===== src/rtl/bmc_pkg.sv =====
package bmc_pkg;

   typedef struct packed {
      logic ext_req;
      logic dword;
      logic burst_wr;
      logic burst_rd;
   } mode_bits_t;

   localparam int MODE_FIELDS = 4;

endpackage


===== src/rtl/bmc_write_gate.sv =====
module bmc_write_gate #(
   parameter int ADDR_W   = 5,
   parameter int MODE_OFS = 18
) (
   input  logic              host_wr,
   input  logic [ADDR_W-1:0] host_addr,
   input  logic              stopped,
   input  logic              suspended,
   output logic              wr_accept
);

   localparam logic [ADDR_W-1:0] MODE_A = ADDR_W'(MODE_OFS);

   logic hit;
   logic unlocked;

   assign hit       = host_wr && (host_addr == MODE_A);
   assign unlocked  = stopped || suspended;
   assign wr_accept = hit && unlocked;

endmodule


===== src/rtl/bmc_dword_track.sv =====
module bmc_dword_track #(
   parameter int ADDR_W    = 5,
   parameter int DPORT_OFS = 16
) (
   input  logic              clk,
   input  logic              rst_n,
   input  logic              host_wr,
   input  logic              host_dword,
   input  logic [ADDR_W-1:0] host_addr,
   input  logic              cfg_load,
   input  logic              cfg_dword,
   output logic              dword_q
);

   localparam logic [ADDR_W-1:0] DPORT_A = ADDR_W'(DPORT_OFS);

   logic auto_hit;

   assign auto_hit = host_wr && host_dword && (host_addr == DPORT_A);

   always_ff @(posedge clk or negedge rst_n) begin
      if (!rst_n)        dword_q <= 1'b0;
      else if (cfg_load) dword_q <= cfg_dword;
      else if (auto_hit) dword_q <= 1'b1;
   end

   a_r7_sticky: assert property (@(posedge clk) disable iff (!rst_n)
      (dword_q && !cfg_load) |=> dword_q);

   a_r6_auto_set: assert property (@(posedge clk) disable iff (!rst_n)
      (host_wr && host_dword && host_addr == DPORT_A && !cfg_load) |=> dword_q);

   a_r6_no_spurious: assert property (@(posedge clk) disable iff (!rst_n)
      (!dword_q && !cfg_load && !(host_wr && host_dword)) |=> !dword_q);

   a_r8_cfg_wins: assert property (@(posedge clk) disable iff (!rst_n)
      cfg_load |=> (dword_q == $past(cfg_dword)));

endmodule


===== src/rtl/bmc_read_mux.sv =====
module bmc_read_mux #(
   parameter int ADDR_W   = 5,
   parameter int DATA_W   = 16,
   parameter int MODE_OFS = 18,
   parameter int POS_BRD  = 5,
   parameter int POS_BWR  = 6,
   parameter int POS_DW   = 7,
   parameter int POS_XRQ  = 8,
   parameter int RD_REG   = 0
) (
   input  logic                clk,
   input  logic                rst_n,
   input  logic                host_rd,
   input  logic [ADDR_W-1:0]   host_addr,
   input  bmc_pkg::mode_bits_t bits,
   output logic [DATA_W-1:0]   rdata
);

   localparam logic [ADDR_W-1:0] MODE_A = ADDR_W'(MODE_OFS);

   logic              sel;
   logic [DATA_W-1:0] word;

   assign sel = host_rd && (host_addr == MODE_A);

   always_comb begin
      word          = '0;
      word[POS_BRD] = bits.burst_rd;
      word[POS_BWR] = bits.burst_wr;
      word[POS_DW]  = bits.dword;
      word[POS_XRQ] = bits.ext_req;
   end

   generate
      if (RD_REG == 0) begin : g_comb
         assign rdata = sel ? word : '0;
      end else begin : g_reg
         logic [DATA_W-1:0] rdata_q;
         always_ff @(posedge clk or negedge rst_n) begin
            if (!rst_n)   rdata_q <= '0;
            else if (sel) rdata_q <= word;
            else          rdata_q <= '0;
         end
         assign rdata = rdata_q;
      end
   endgenerate

endmodule


===== src/rtl/bus_mode_ctl.sv =====
module bus_mode_ctl #(
   parameter int ADDR_W    = 5,
   parameter int DATA_W    = 16,
   parameter int MODE_OFS  = 18,
   parameter int DPORT_OFS = 16,
   parameter int POS_BRD   = 5,
   parameter int POS_BWR   = 6,
   parameter int POS_DW    = 7,
   parameter int POS_XRQ   = 8,
   parameter int RD_REG    = 0
) (
   input  logic              clk,
   input  logic              rst_hw_n,
   input  logic              sw_reset,
   input  logic              host_wr,
   input  logic              host_rd,
   input  logic [ADDR_W-1:0] host_addr,
   input  logic              host_dword,
   input  logic [DATA_W-1:0] host_wdata,
   output logic [DATA_W-1:0] host_rdata,
   input  logic              stopped,
   input  logic              suspended,
   input  logic              cfg_load,
   input  logic              cfg_dword,
   output logic              mode_burst_rd,
   output logic              mode_burst_wr,
   output logic              mode_ext_req,
   output logic              mode_dword
);

   localparam logic [ADDR_W-1:0] MODE_A   = ADDR_W'(MODE_OFS);
   localparam int                ADDR_SPAN = 1 << ADDR_W;

   generate
      if (ADDR_W < 5)
         $error("bus_mode_ctl: ADDR_W too small for the data port offset");
      if (MODE_OFS >= ADDR_SPAN || DPORT_OFS >= ADDR_SPAN)
         $error("bus_mode_ctl: offset outside address space");
      if (MODE_OFS == DPORT_OFS)
         $error("bus_mode_ctl: mode and data port offsets collide");
      if (POS_BRD >= DATA_W || POS_BWR >= DATA_W || POS_DW >= DATA_W || POS_XRQ >= DATA_W)
         $error("bus_mode_ctl: field position beyond data width");
      if (POS_BRD == POS_BWR || POS_BRD == POS_DW || POS_BRD == POS_XRQ ||
          POS_BWR == POS_DW  || POS_BWR == POS_XRQ || POS_DW == POS_XRQ)
         $error("bus_mode_ctl: field positions overlap");
      if (RD_REG != 0 && RD_REG != 1)
         $error("bus_mode_ctl: RD_REG must be 0 or 1");
   endgenerate

   logic                wr_ok;
   logic                brd_q;
   logic                bwr_q;
   logic                xrq_q;
   logic                dw_q;
   bmc_pkg::mode_bits_t bits;
   logic                wdata_unused;

   assign wdata_unused = ^host_wdata;

   bmc_write_gate #(
      .ADDR_W   (ADDR_W),
      .MODE_OFS (MODE_OFS)
   ) u_gate (
      .host_wr   (host_wr),
      .host_addr (host_addr),
      .stopped   (stopped),
      .suspended (suspended),
      .wr_accept (wr_ok)
   );

   always_ff @(posedge clk or negedge rst_hw_n) begin
      if (!rst_hw_n) begin
         brd_q <= 1'b0;
         bwr_q <= 1'b0;
         xrq_q <= 1'b0;
      end else if (wr_ok) begin
         brd_q <= host_wdata[POS_BRD];
         bwr_q <= host_wdata[POS_BWR];
         xrq_q <= host_wdata[POS_XRQ];
      end
   end

   bmc_dword_track #(
      .ADDR_W    (ADDR_W),
      .DPORT_OFS (DPORT_OFS)
   ) u_dword (
      .clk        (clk),
      .rst_n      (rst_hw_n),
      .host_wr    (host_wr),
      .host_dword (host_dword),
      .host_addr  (host_addr),
      .cfg_load   (cfg_load),
      .cfg_dword  (cfg_dword),
      .dword_q    (dw_q)
   );

   assign bits.burst_rd = brd_q;
   assign bits.burst_wr = bwr_q;
   assign bits.dword    = dw_q;
   assign bits.ext_req  = xrq_q;

   bmc_read_mux #(
      .ADDR_W   (ADDR_W),
      .DATA_W   (DATA_W),
      .MODE_OFS (MODE_OFS),
      .POS_BRD  (POS_BRD),
      .POS_BWR  (POS_BWR),
      .POS_DW   (POS_DW),
      .POS_XRQ  (POS_XRQ),
      .RD_REG   (RD_REG)
   ) u_rmux (
      .clk       (clk),
      .rst_n     (rst_hw_n),
      .host_rd   (host_rd),
      .host_addr (host_addr),
      .bits      (bits),
      .rdata     (host_rdata)
   );

   assign mode_burst_rd = brd_q;
   assign mode_burst_wr = bwr_q;
   assign mode_ext_req  = xrq_q;
   assign mode_dword    = dw_q;

   a_r3_locked_hold: assert property (@(posedge clk) disable iff (!rst_hw_n)
      (!stopped && !suspended) |=> $stable({mode_burst_rd, mode_burst_wr, mode_ext_req}));

   a_r2_write_load: assert property (@(posedge clk) disable iff (!rst_hw_n)
      (host_wr && host_addr == MODE_A && (stopped || suspended)) |=>
      ({mode_ext_req, mode_burst_wr, mode_burst_rd} ==
       $past({host_wdata[POS_XRQ], host_wdata[POS_BWR], host_wdata[POS_BRD]})));

   a_r9_swrst_keep: assert property (@(posedge clk) disable iff (!rst_hw_n)
      (sw_reset && !host_wr && !cfg_load) |=>
      $stable({mode_burst_rd, mode_burst_wr, mode_ext_req, mode_dword}));

   generate
      if (RD_REG == 0) begin : g_chk_comb
         a_r10_out_match: assert property (@(posedge clk) disable iff (!rst_hw_n)
            (host_rd && host_addr == MODE_A) |->
            (host_rdata[POS_BRD] == mode_burst_rd && host_rdata[POS_BWR] == mode_burst_wr &&
             host_rdata[POS_DW] == mode_dword && host_rdata[POS_XRQ] == mode_ext_req));
      end
   endgenerate

endmodule


===== config.mk =====
export PLATFORM = sky130hd
export DESIGN_NAME = bus_mode_ctl
export DESIGN_NICKNAME = d
export VERILOG_FILES = /design/src/rtl/bmc_pkg.sv /design/src/rtl/bmc_write_gate.sv /design/src/rtl/bmc_dword_track.sv /design/src/rtl/bmc_read_mux.sv /design/src/rtl/bus_mode_ctl.sv
export SDC_FILE = /design/constraint.sdc
export NUM_CORES = 1
export LEC_CHECK = 0
export BUFFER_PORTS_ARGS = -buffer_cell sky130_fd_sc_hd__buf_2
export CAP_MARGIN = 20
export CORE_AREA = 2 2 39 41
export CTS_CLUSTER_SIZE = 25
export DETAILED_ROUTE_END_ITERATION = 7
export DIE_AREA = 0 0 41 43
export PLACE_DENSITY = 0.72
export RECOVER_POWER = 50
export SYNTH_ARGS = -nofsm -noshare
export SYNTH_HDL_FRONTEND = slang
export SYNTH_SLANG_ARGS = --single-unit
export TNS_END_PERCENT = 1

===== constraint.sdc =====
create_clock -name clk -period 1.2 [get_ports clk]
set_clock_uncertainty 0.15 [all_clocks]
set_input_delay 0.24 -clock clk [delete_from_list [all_inputs] [get_ports clk]]
set_output_delay 0.24 -clock clk [all_outputs]
set_load 0.05 [all_outputs]

==> results of run 1 <==
Yosys cell counts:
cell and count:
buf_4 12, and2_1 4, dfrtp_1 4, mux2_2 3
a21oi_1 1, and3_2 1, conb_1 1, nand4b_1 1
nor2_1 1, nor2b_1 1, nor4b_4 1, o2111a_2 1
power groups by stage:
| stage | clock (mW) | combinational (mW) | sequential (mW) |
|---|---|---|---|
| finish | 0.158 | 0.282 | 0.179 |
| detailed placement | 0 | 0.241 | 0.174 |
| global route | 0.171 | 0.296 | 0.183 |
| floorplan | 0 | 0.140 | 0.245 |
| global placement | 0 | 0.240 | 0.174 |
| CTS | 0.172 | 0.270 | 0.177 |
final timing paths:
check                                       end  slack (ns)
worst min-delay path              mode_burst_wr        0.09
worst max register to register     mode_ext_req        0.25
worst max-delay path              host_rdata[6]       -0.35
worst min register to register    mode_burst_wr        0.41
min in group asynchronous          mode_ext_req        0.24
max in group asynchronous       u_dword.dword_q        0.48
cell families (layout without fill, tap and decap cells):
| kind of cell | count (synthesis) | count (layout) |
|---|---|---|
| compound gates | 2 | 2 |
| buf+inv | 12 | 29 |
| flops | 4 | 4 |
| mux | 3 | 3 |
| other cells | 1 | 12 |
| simple gates | 9 | 9 |
state kept, by name, indices dropped and copies added, names as in the netlist:
signal and count:
mode_burst_rd 1, mode_burst_wr 1, mode_ext_req 1, u_dword.dword_q 1
final cells by class:
cell class | count | area (sq um)
fill | 144 | 835
sequential | 4 | 100
clock buffer | 3 | 22.5
tap | 16 | 20.0
multi-input combinational | 26 | 193
timing repair buffer | 26 | 214
worst max-delay path, stage by stage:
cell	delay (ns)
buf_6	0.09
nor4b_4	0.30
and3_4	0.24
and2_4	0.15
buf_8	0.14
per-stage QoR:
step	std cells	area [sq um]	total power [mW]	worst slack, ns
2_1_floorplan	42	375	0.386	-0.175
3_3_place_gp	70	425	0.414	-0.461
3_5_place_dp	70	425	0.415	-0.483
4_1_cts	74	532	0.620	-0.365
5_1_grt	75	549	0.650	-0.408
6_report	75	549	0.619	-0.352
what timing repair did:
| action | in CTS | in global routing |
|---|---|---|
| endpoints found under the setup margin | 11 | 10 |
| setup buffers | 0 | 1 |
| pin swaps | 5 | 2 |
| resized for setup | 21 | 3 |
| hold endpoints to repair | 4 | 0 |
| hold buffers | 1 | 0 |
per-layer routing:
layer	track usage	up-vias	routed length, um
met5	0	-	0
met4	0.0600	0	0
met3	0.0314	0	101
met2	0.156	21	459
met1	0.0747	137	220
li1	-	137	-
==> flow_summary_export.csv, run 1 <==
group,metric,value,unit
synth,synthXorXnorAreaFrac,0,
timing,hold_viol,0,
finish,antennaDiodeCount,0,
synth,synth-compound-area-share,0.0547,
critical_path,crit_start,"host_addr[3]",
finish,post-route-util,0.397,
drt,wl,782,um
synth,synthCells,31,
floorplanning,dieArea,1760,sq um
min_path,min_from,"host_wdata[6]",
synth,ys_seq_area_frac,0.313,
drt,viasPerCell,3.93,
grt,grt_pass1_vias,253,
critical_path,path_max_fanout,4,
drt,antenna_left,0,
job,maxCapViolCount,0,
grt,antenna_found_initial,0,
floorplanning,die_w,41,um
grt,grt_pass1_wl,986,um
outcome,status,"complete, but fails checks",
critical_path,r2r_cells,1,
power,power_frac_comb,0.456,
synth,syn_area,320,sq um
power,clkPwrFrac,0.255,
timing,rsz0062_at_grt,"true",
timing,finalSetupTns,-1.95,ns
min_path,worstHoldPathCells,2,
power,peakVddDrop,0.408,mV
timing,layout_setup_ws,-0.352,ns
power,powerDensity,1130,nW/um^2
grt,grt_max_degree,5,
critical_path,reg2reg_from,"mode_ext_req",
power,sw_frac_of_total,0.418,
floorplanning,start_util,0.231,
timing,max_freq,644,MHz
synth,syn_avg_cell_area,10.3,sq um
synth,ys_types,12,
clocking,cts.root.buffer_cell,"clkbuf_4",
power,p_seq_frac,0.289,
finish,fin_nets,92,
drt,drc,0,
timing,fin_crit_sh,1.29,
floorplanning,design.core.area,1380,sq um
outcome,violations,"setup timing",
power,power.internal,360,uW
critical_path,crit_arrival,1.16,ns
critical_path,cp-end-kind,"output pin",
synth,yosys.area.top_type,"dfrtp_1",
timing,slew_violations,0,
min_path,hp-class,"in2reg",
timing,holdWs,0.0940,ns
drt,first_iter_violations,0,
floorplanning,ios,51,
critical_path,crit_path_start_kind,"input pin",
synth,synth_fa_ha_area_frac,0,
synth,yosys_warnings,0,
clocking,clkTransAtPathRegs,0.03,ns
floorplanning,die_h,43,um
synth,synth_top_area_frac,0.313,
drt,vias,295,
drt,dr.pass1.iters,1,
critical_path,crit_type,"in2out",
clocking,cts.sinks,4,
timing,post-route-min-period,1.55,ns
finish,final_cell_mix,"buf_2 (13), conb_1 (12), buf_6 (6)",
clocking,clk_path_buf_depth,2,
synth,synth_top_family_by_area,"buffers and inverters",
finish,layout_commonest_cell,"buf_2",
synth,synth.area.mux_share,0.105,
power,cellLeakagePower,0.286,nW
synth,synth-seq-cells,4,
clocking,numCtsBuffers,3,
power,switchingPower,259,uW
grt,gr-usage-all-layers,0.0886,
placed_design,place_congestion,0.645,
synth,synth-simple-area-share,0.234,
floorplanning,rows,14,
synth,netlist_top_cells_area,"dfrtp_1 (31%), buf_4 (28%), mux2_2 (11%), and2_1 (7.8%), nor4b_4 (7.4%)",
placed_design,portBuffers,24,
finish,syn2layout_area_growth,71.5,%
grt,grt_overflow,0,
clocking,htree_levels,1,
clocking,insertion_delay,0.23,ns
timing,setup_violations,7,
clocking,cts_tree,"yes",
drt,wire_per_inst,10.4,um
critical_path,required,0.81,ns
finish,layout-drive-gt1-share,0.627,
No activity file was read; power rests on OpenSTA's default activity.
==> run 2: changes to the inputs <==
==> constraint.sdc (replaced) <==
create_clock -name clk -period 1.2 [get_ports clk]
set_clock_uncertainty 0.15 [all_clocks]
set_input_delay 0.12 -clock clk [delete_from_list [all_inputs] [get_ports clk]]
set_output_delay 0.12 -clock clk [all_outputs]
set_load 0.05 [all_outputs]
==> flow_summary_export.csv, run 2 (synthesized netlist as in run 1, its figures left out) <==
group,metric,value,unit
clocking,cts.sinks,4,
power,powerDensity,1080,nW/um^2
timing,holdWs,0.0235,ns
critical_path,required,0.93,ns
critical_path,path_max_fanout,4,
drt,first_iter_violations,0,
grt,grt_overflow,0,
power,peakVddDrop,0.423,mV
timing,rsz0062_at_grt,"true",
finish,stdcell_count,80,
floorplanning,dieArea,1760,sq um
timing,finalSetupTns,-0.587,ns
critical_path,cp-end-kind,"output pin",
grt,gr-usage-all-layers,0.0889,
power,p_total,621,uW
grt,grt_pass1_vias,265,
grt,antenna_found_initial,0,
power,cellLeakagePower,0.298,nW
clocking,htree_levels,1,
finish,syn2layout_area_growth,78.9,%
drt,viasPerCell,3.81,
critical_path,r2r_cells,1,
floorplanning,ios,51,
floorplanning,start_util,0.231,
drt,antenna_left,0,
floorplanning,die_w,41,um
grt,grt_pass1_wl,1.01,mm
finish,antennaDiodeCount,0,
timing,max_freq,767,MHz
clocking,numCtsBuffers,3,
timing,layout_setup_ws,-0.103,ns
drt,dr.pass1.iters,1,
drt,drc,0,
placed_design,place_ws,-0.261,ns
min_path,hp-class,"in2reg",
timing,slew_violations,0,
critical_path,crit_type,"in2out",
finish,fill_cells,148,
min_path,min_from,"cfg_load",
clocking,clkTransAtPathRegs,0.04,ns
critical_path,crit_arrival,1.03,ns
critical_path,reg2reg_from,"mode_ext_req",
min_path,min_to,"u_dword.dword_q",
outcome,status,"complete, but fails checks",
placed_design,dp.cells,70,
finish,layout_commonest_cell,"buf_2",
timing,setup_violations,7,
critical_path,crit_path_start_kind,"input pin",
drt,vias,305,
clocking,cts.root.buffer_cell,"clkbuf_4",
finish,layout-drive-gt1-share,0.594,
timing,hold_viol,0,
job,maxCapViolCount,0,
finish,final_cell_mix,"buf_2 (17), conb_1 (12), dlygate4sd3_1 (5)",
outcome,violations,"setup timing",
timing,post-route-min-period,1.30,ns
placed_design,dp_hpwl,572,um
placed_design,portBuffers,24,
min_path,worstHoldPathCells,3,
critical_path,reg2reg_slack,0.27,ns
floorplanning,die_h,43,um
drt,wire_per_inst,9.39,um
grt,grt_max_degree,5,
placed_design,place_congestion,0.616,
clocking,clk_path_buf_depth,2,
finish,fin_nets,96,
floorplanning,rows,14,
clocking,insertion_delay,0.23,ns
timing,fin_crit_sh,1.09,
critical_path,r2r-end,"mode_ext_req",
drt,wl,751,um
clocking,cts_tree,"yes",
floorplanning,design.core.area,1380,sq um
-- run 2: worst max path at each step --
stage                              from            end  slack, ns  cells past startpoint
after floorplan           mode_burst_rd  host_rdata[5]      -0.08                      1
after global routing       host_addr[2]  host_rdata[7]      -0.15                      5
final                      host_addr[2]  host_rdata[5]      -0.10                      5
after CTS                  host_addr[2]  host_rdata[7]      -0.12                      5
after global placement     host_addr[0]  host_rdata[7]      -0.24                      5
after detailed placement   host_addr[0]  host_rdata[7]      -0.26                      5
-- run 2: metrics by stage --
step                 util  instance area [sq um]
floorplan               -                    368
global placement    0.302                    418
detailed placement  0.302                    418
CTS                 0.415                    574
global route        0.414                    573
finish              0.414                    573
-- run 2: critical path: stages --
cell and delay (ns):
buf_6 0.10, nor4b_4 0.30, and3_4 0.24, and2_4 0.14, buf_8 0.14
-- run 2: what timing repair did --
| action | 4_1_cts | 5_1_grt |
|---|---|---|
| setup buffers | 1 | 0 |
| gates resized for setup | 22 | 0 |
| setup endpoints to repair | 7 | 7 |
| pin swaps | 7 | 1 |
| hold buffers | 5 | 0 |
| hold endpoints to repair | 8 | 0 |
-- run 2: cell type report --
cell class              instances  area (sq um)  share of cell area
flip-flops and latches          4           101               0.177
multi-input cells              26           196               0.343
repair buffers                 30           229               0.400
well taps                      16          20.0              0.0349
clock buffers                   4          26.3              0.0459
-- run 2: layer usage --
metal  GRT usage  vias to the layer above  share of wire
met4      0.0400                        0              0
li1            -                      147              -
met2       0.166                       23           0.56
met3      0.0314                        0           0.14
met1      0.0754                      135           0.30
met5           0                        -              0
-- run 2: power breakdown --
part / internal [mW] / leakage, nW / switching [mW]
Clock: 0.125 / 0.0150 / 0.0531
Combinational: 0.0790 / 0.234 / 0.191
Sequential: 0.157 / 0.0493 / 0.0167
Total: 0.361 / 0.298 / 0.261
==> run 3: changes to the inputs <==
--- a/config.mk
+++ b/config.mk
@@ -5,13 +5,14 @@
 export SDC_FILE = /design/constraint.sdc
 export NUM_CORES = 1
 export LEC_CHECK = 0
+export ABC_AREA = 1
 export BUFFER_PORTS_ARGS = -buffer_cell sky130_fd_sc_hd__buf_2
 export CAP_MARGIN = 20
-export CORE_AREA = 2 2 39 41
+export CORE_UTILIZATION = 30
 export CTS_CLUSTER_SIZE = 25
 export DETAILED_ROUTE_END_ITERATION = 7
-export DIE_AREA = 0 0 41 43
-export PLACE_DENSITY = 0.72
+export HOLD_SLACK_MARGIN = 0.02
+export PLACE_DENSITY = 0.78
 export RECOVER_POWER = 50
 export SYNTH_ARGS = -nofsm -noshare
 export SYNTH_HDL_FRONTEND = slang
==> flow_summary_export.csv, run 3 <==
group,metric,value,unit
grt,grt_overflow,0,
drt,first_iter_violations,1,
timing,slew_violations,0,
timing,fin_crit_sh,0.991,
drt,vias,433,
floorplanning,design.core.area,1170,sq um
synth,async_flop_share,1.00,
clocking,numCtsBuffers,3,
finish,seqCellArea,101,sq um
synth,ys_types,15,
synth,synth_ff_type,"dfrtp_1",
clocking,htree_levels,1,
drt,dr.pass1.iters,2,
synth,netlist_top_cells_area,"dfrtp_1 (25%), buf_4 (22%), nand2_1 (9.3%), inv_1 (6.5%), nor2_2 (6.2%)",
clocking,clkTransAtPathRegs,0.04,ns
grt,grt_max_degree,5,
grt,antenna_found_initial,0,
synth,ys_seq_area_frac,0.248,
critical_path,crit_arrival,0.92,ns
min_path,hp-class,"in2reg",
synth,yosys.area.top_type,"dfrtp_1",
clocking,insertion_delay,0.23,ns
power,peakVddDrop,0.472,mV
synth,synth.most_common_cell,"buf_4",
job,maxCapViolCount,0,
placed_design,dp_hpwl,608,um
timing,hold_viol,0,
timing,max_freq,841,MHz
finish,final_cell_mix,"buf_2 (16), conb_1 (12), nand2_1 (10)",
floorplanning,rows,12,
critical_path,cp_slowest_cell,"dfrtp_1",
finish,multiInputGateArea,238,sq um
synth,synth-seq-cells,4,
finish,layout-drive-gt1-share,0.515,
drt,drc,0,
synth,synth-edff-count,0,
drt,wire_per_inst,7.95,um
drt,wl,882,um
timing,setup_violations,0,
finish,fin_nets,129,
critical_path,required,0.93,ns
outcome,status,"finished clean",
clocking,cts_tree,"yes",
floorplanning,die_h,38.7,um
clocking,cts.root.buffer_cell,"clkbuf_4",
placed_design,place_congestion,0.605,
clocking,clk_path_buf_depth,2,
finish,antennaDiodeCount,0,
drt,viasPerCell,3.90,
grt,grt_pass1_wl,1.26,mm
synth,synth_top_area_frac,0.248,
finish,syn2layout_area_growth,78.3,%
finish,layout_commonest_cell,"buf_2",
critical_path,crit_type,"reg2out",
critical_path,path_max_fanout,3,
floorplanning,die_w,38.7,um
grt,grt_pass1_vias,356,
synth,synth_common_cells,"buf_4 (12), nand2_1 (10), inv_1 (7), nor2_1 (6)",
floorplanning,start_util,0.345,
critical_path,cp-end-kind,"output pin",
grt,gr-usage-all-layers,0.120,
critical_path,path_cells,"inv_2 > nor2_4 > buf_8",
power,powerDensity,960,nW/um^2
clocking,cts.sinks,4,
floorplanning,ios,51,
synth,synthCells,57,
critical_path,critPathMaxStageDelay,0.38,ns
finish,fill_cells,118,
synth,syn_avg_cell_area,7.09,sq um
placed_design,portBuffers,24,
critical_path,crit_path_start_kind,"flop",
drt,antenna_left,0,
power,p_total,692,uW
timing,holdWs,0.0696,ns
synth,yosys_warnings,0,
synth,syn_area,404,sq um
power,cellLeakagePower,0.389,nW
timing,post-route-min-period,1.19,ns
timing,rsz0062_at_grt,"true",
floorplanning,dieArea,1500,sq um
run 3: cell count changes in the layout (fill, tap and decap cells not counted), moves of 2 or more:
cell           delta
nor2_1            +5
nand2_1          +10
inv_2             +4
buf_4             +5
nor2_4            +6
nand3_1           +3
dlygate4sd3_1     +2
mux2_4            -3
and2_4            -4
inv_4             +3
inv_1             +3
run 3: cell families (layout without fill, tap and decap cells):
| family | count (synthesis) | after routing | synth area share |
|---|---|---|---|
| flip-flops | 4 | 4 | 0.248 |
| AND/OR/NAND/NOR | 29 | 29 | 0.415 |
| AO/OA/AOI/OAI | 1 | 1 | 0.0124 |
| other | 1 | 12 | 0.00928 |
| buffers and inverters | 22 | 51 | 0.316 |
run 3: where the power goes:
group	switching, mW	internal (mW)
Combinational	0.237	0.102
Clock	0.0529	0.125
Sequential	0.0187	0.156
Total	0.308	0.384
run 3: timing repair:
item	4_1_cts	5_1_grt
hold buffers	7	0
setup buffers	1	5
resized for setup	10	12
pin swaps	0	4
hold endpoints to repair	8	0
setup endpoints to repair	4	4
run 3: worst max-delay path: cells and delay by family (launching register included):
family                 cells  cell delay [ns]
DFF                        1             0.38
buffers and inverters      2             0.21
and+or+nand+nor            1             0.11
run 3: per-stage QoR:
stage	TNS, ns	setup slack (ns)	utilization	area [sq um]	instances
final	0	0.0103	0.615	721	111
after global routing	-0.0458	-0.0190	0.615	721	111
after global placement	-0.0965	-0.0243	0.439	514	94
after floorplan	-0.417	-0.139	-	467	68
after detailed placement	-0.122	-0.0354	0.439	514	94
after CTS	0	0.000659	0.549	643	106
run 3: cell type report:
type | count | area share
multi-input cells | 42 | 0.330
inverters | 10 | 0.0625
clock buffers | 4 | 0.0365
flip-flops and latches | 4 | 0.141
well taps | 14 | 0.0243
repair buffers | 37 | 0.406
run 3: final timing paths:
check | startpoint | endpoint | slack, ns | cells after the start
setup / recovery | mode_burst_rd | host_rdata[5] | 0.01 | 3
hold / removal | host_addr[0] | mode_burst_wr | 0.07 | 5
setup reg to reg | mode_burst_rd | mode_burst_rd | 0.29 | 3
hold reg to reg | mode_ext_req | mode_ext_req | 0.46 | 3
max in group asynchronous | rst_hw_n | u_dword.dword_q | 0.62 | 2
min in group asynchronous | rst_hw_n | mode_burst_wr | 0.09 | 2
run 3: routing by layer:
metal  global-route usage  share of wire
met1                0.130           0.34
met2                0.238           0.59
met3                    0          0.061
met4               0.0517         0.0091
met5                    0              0
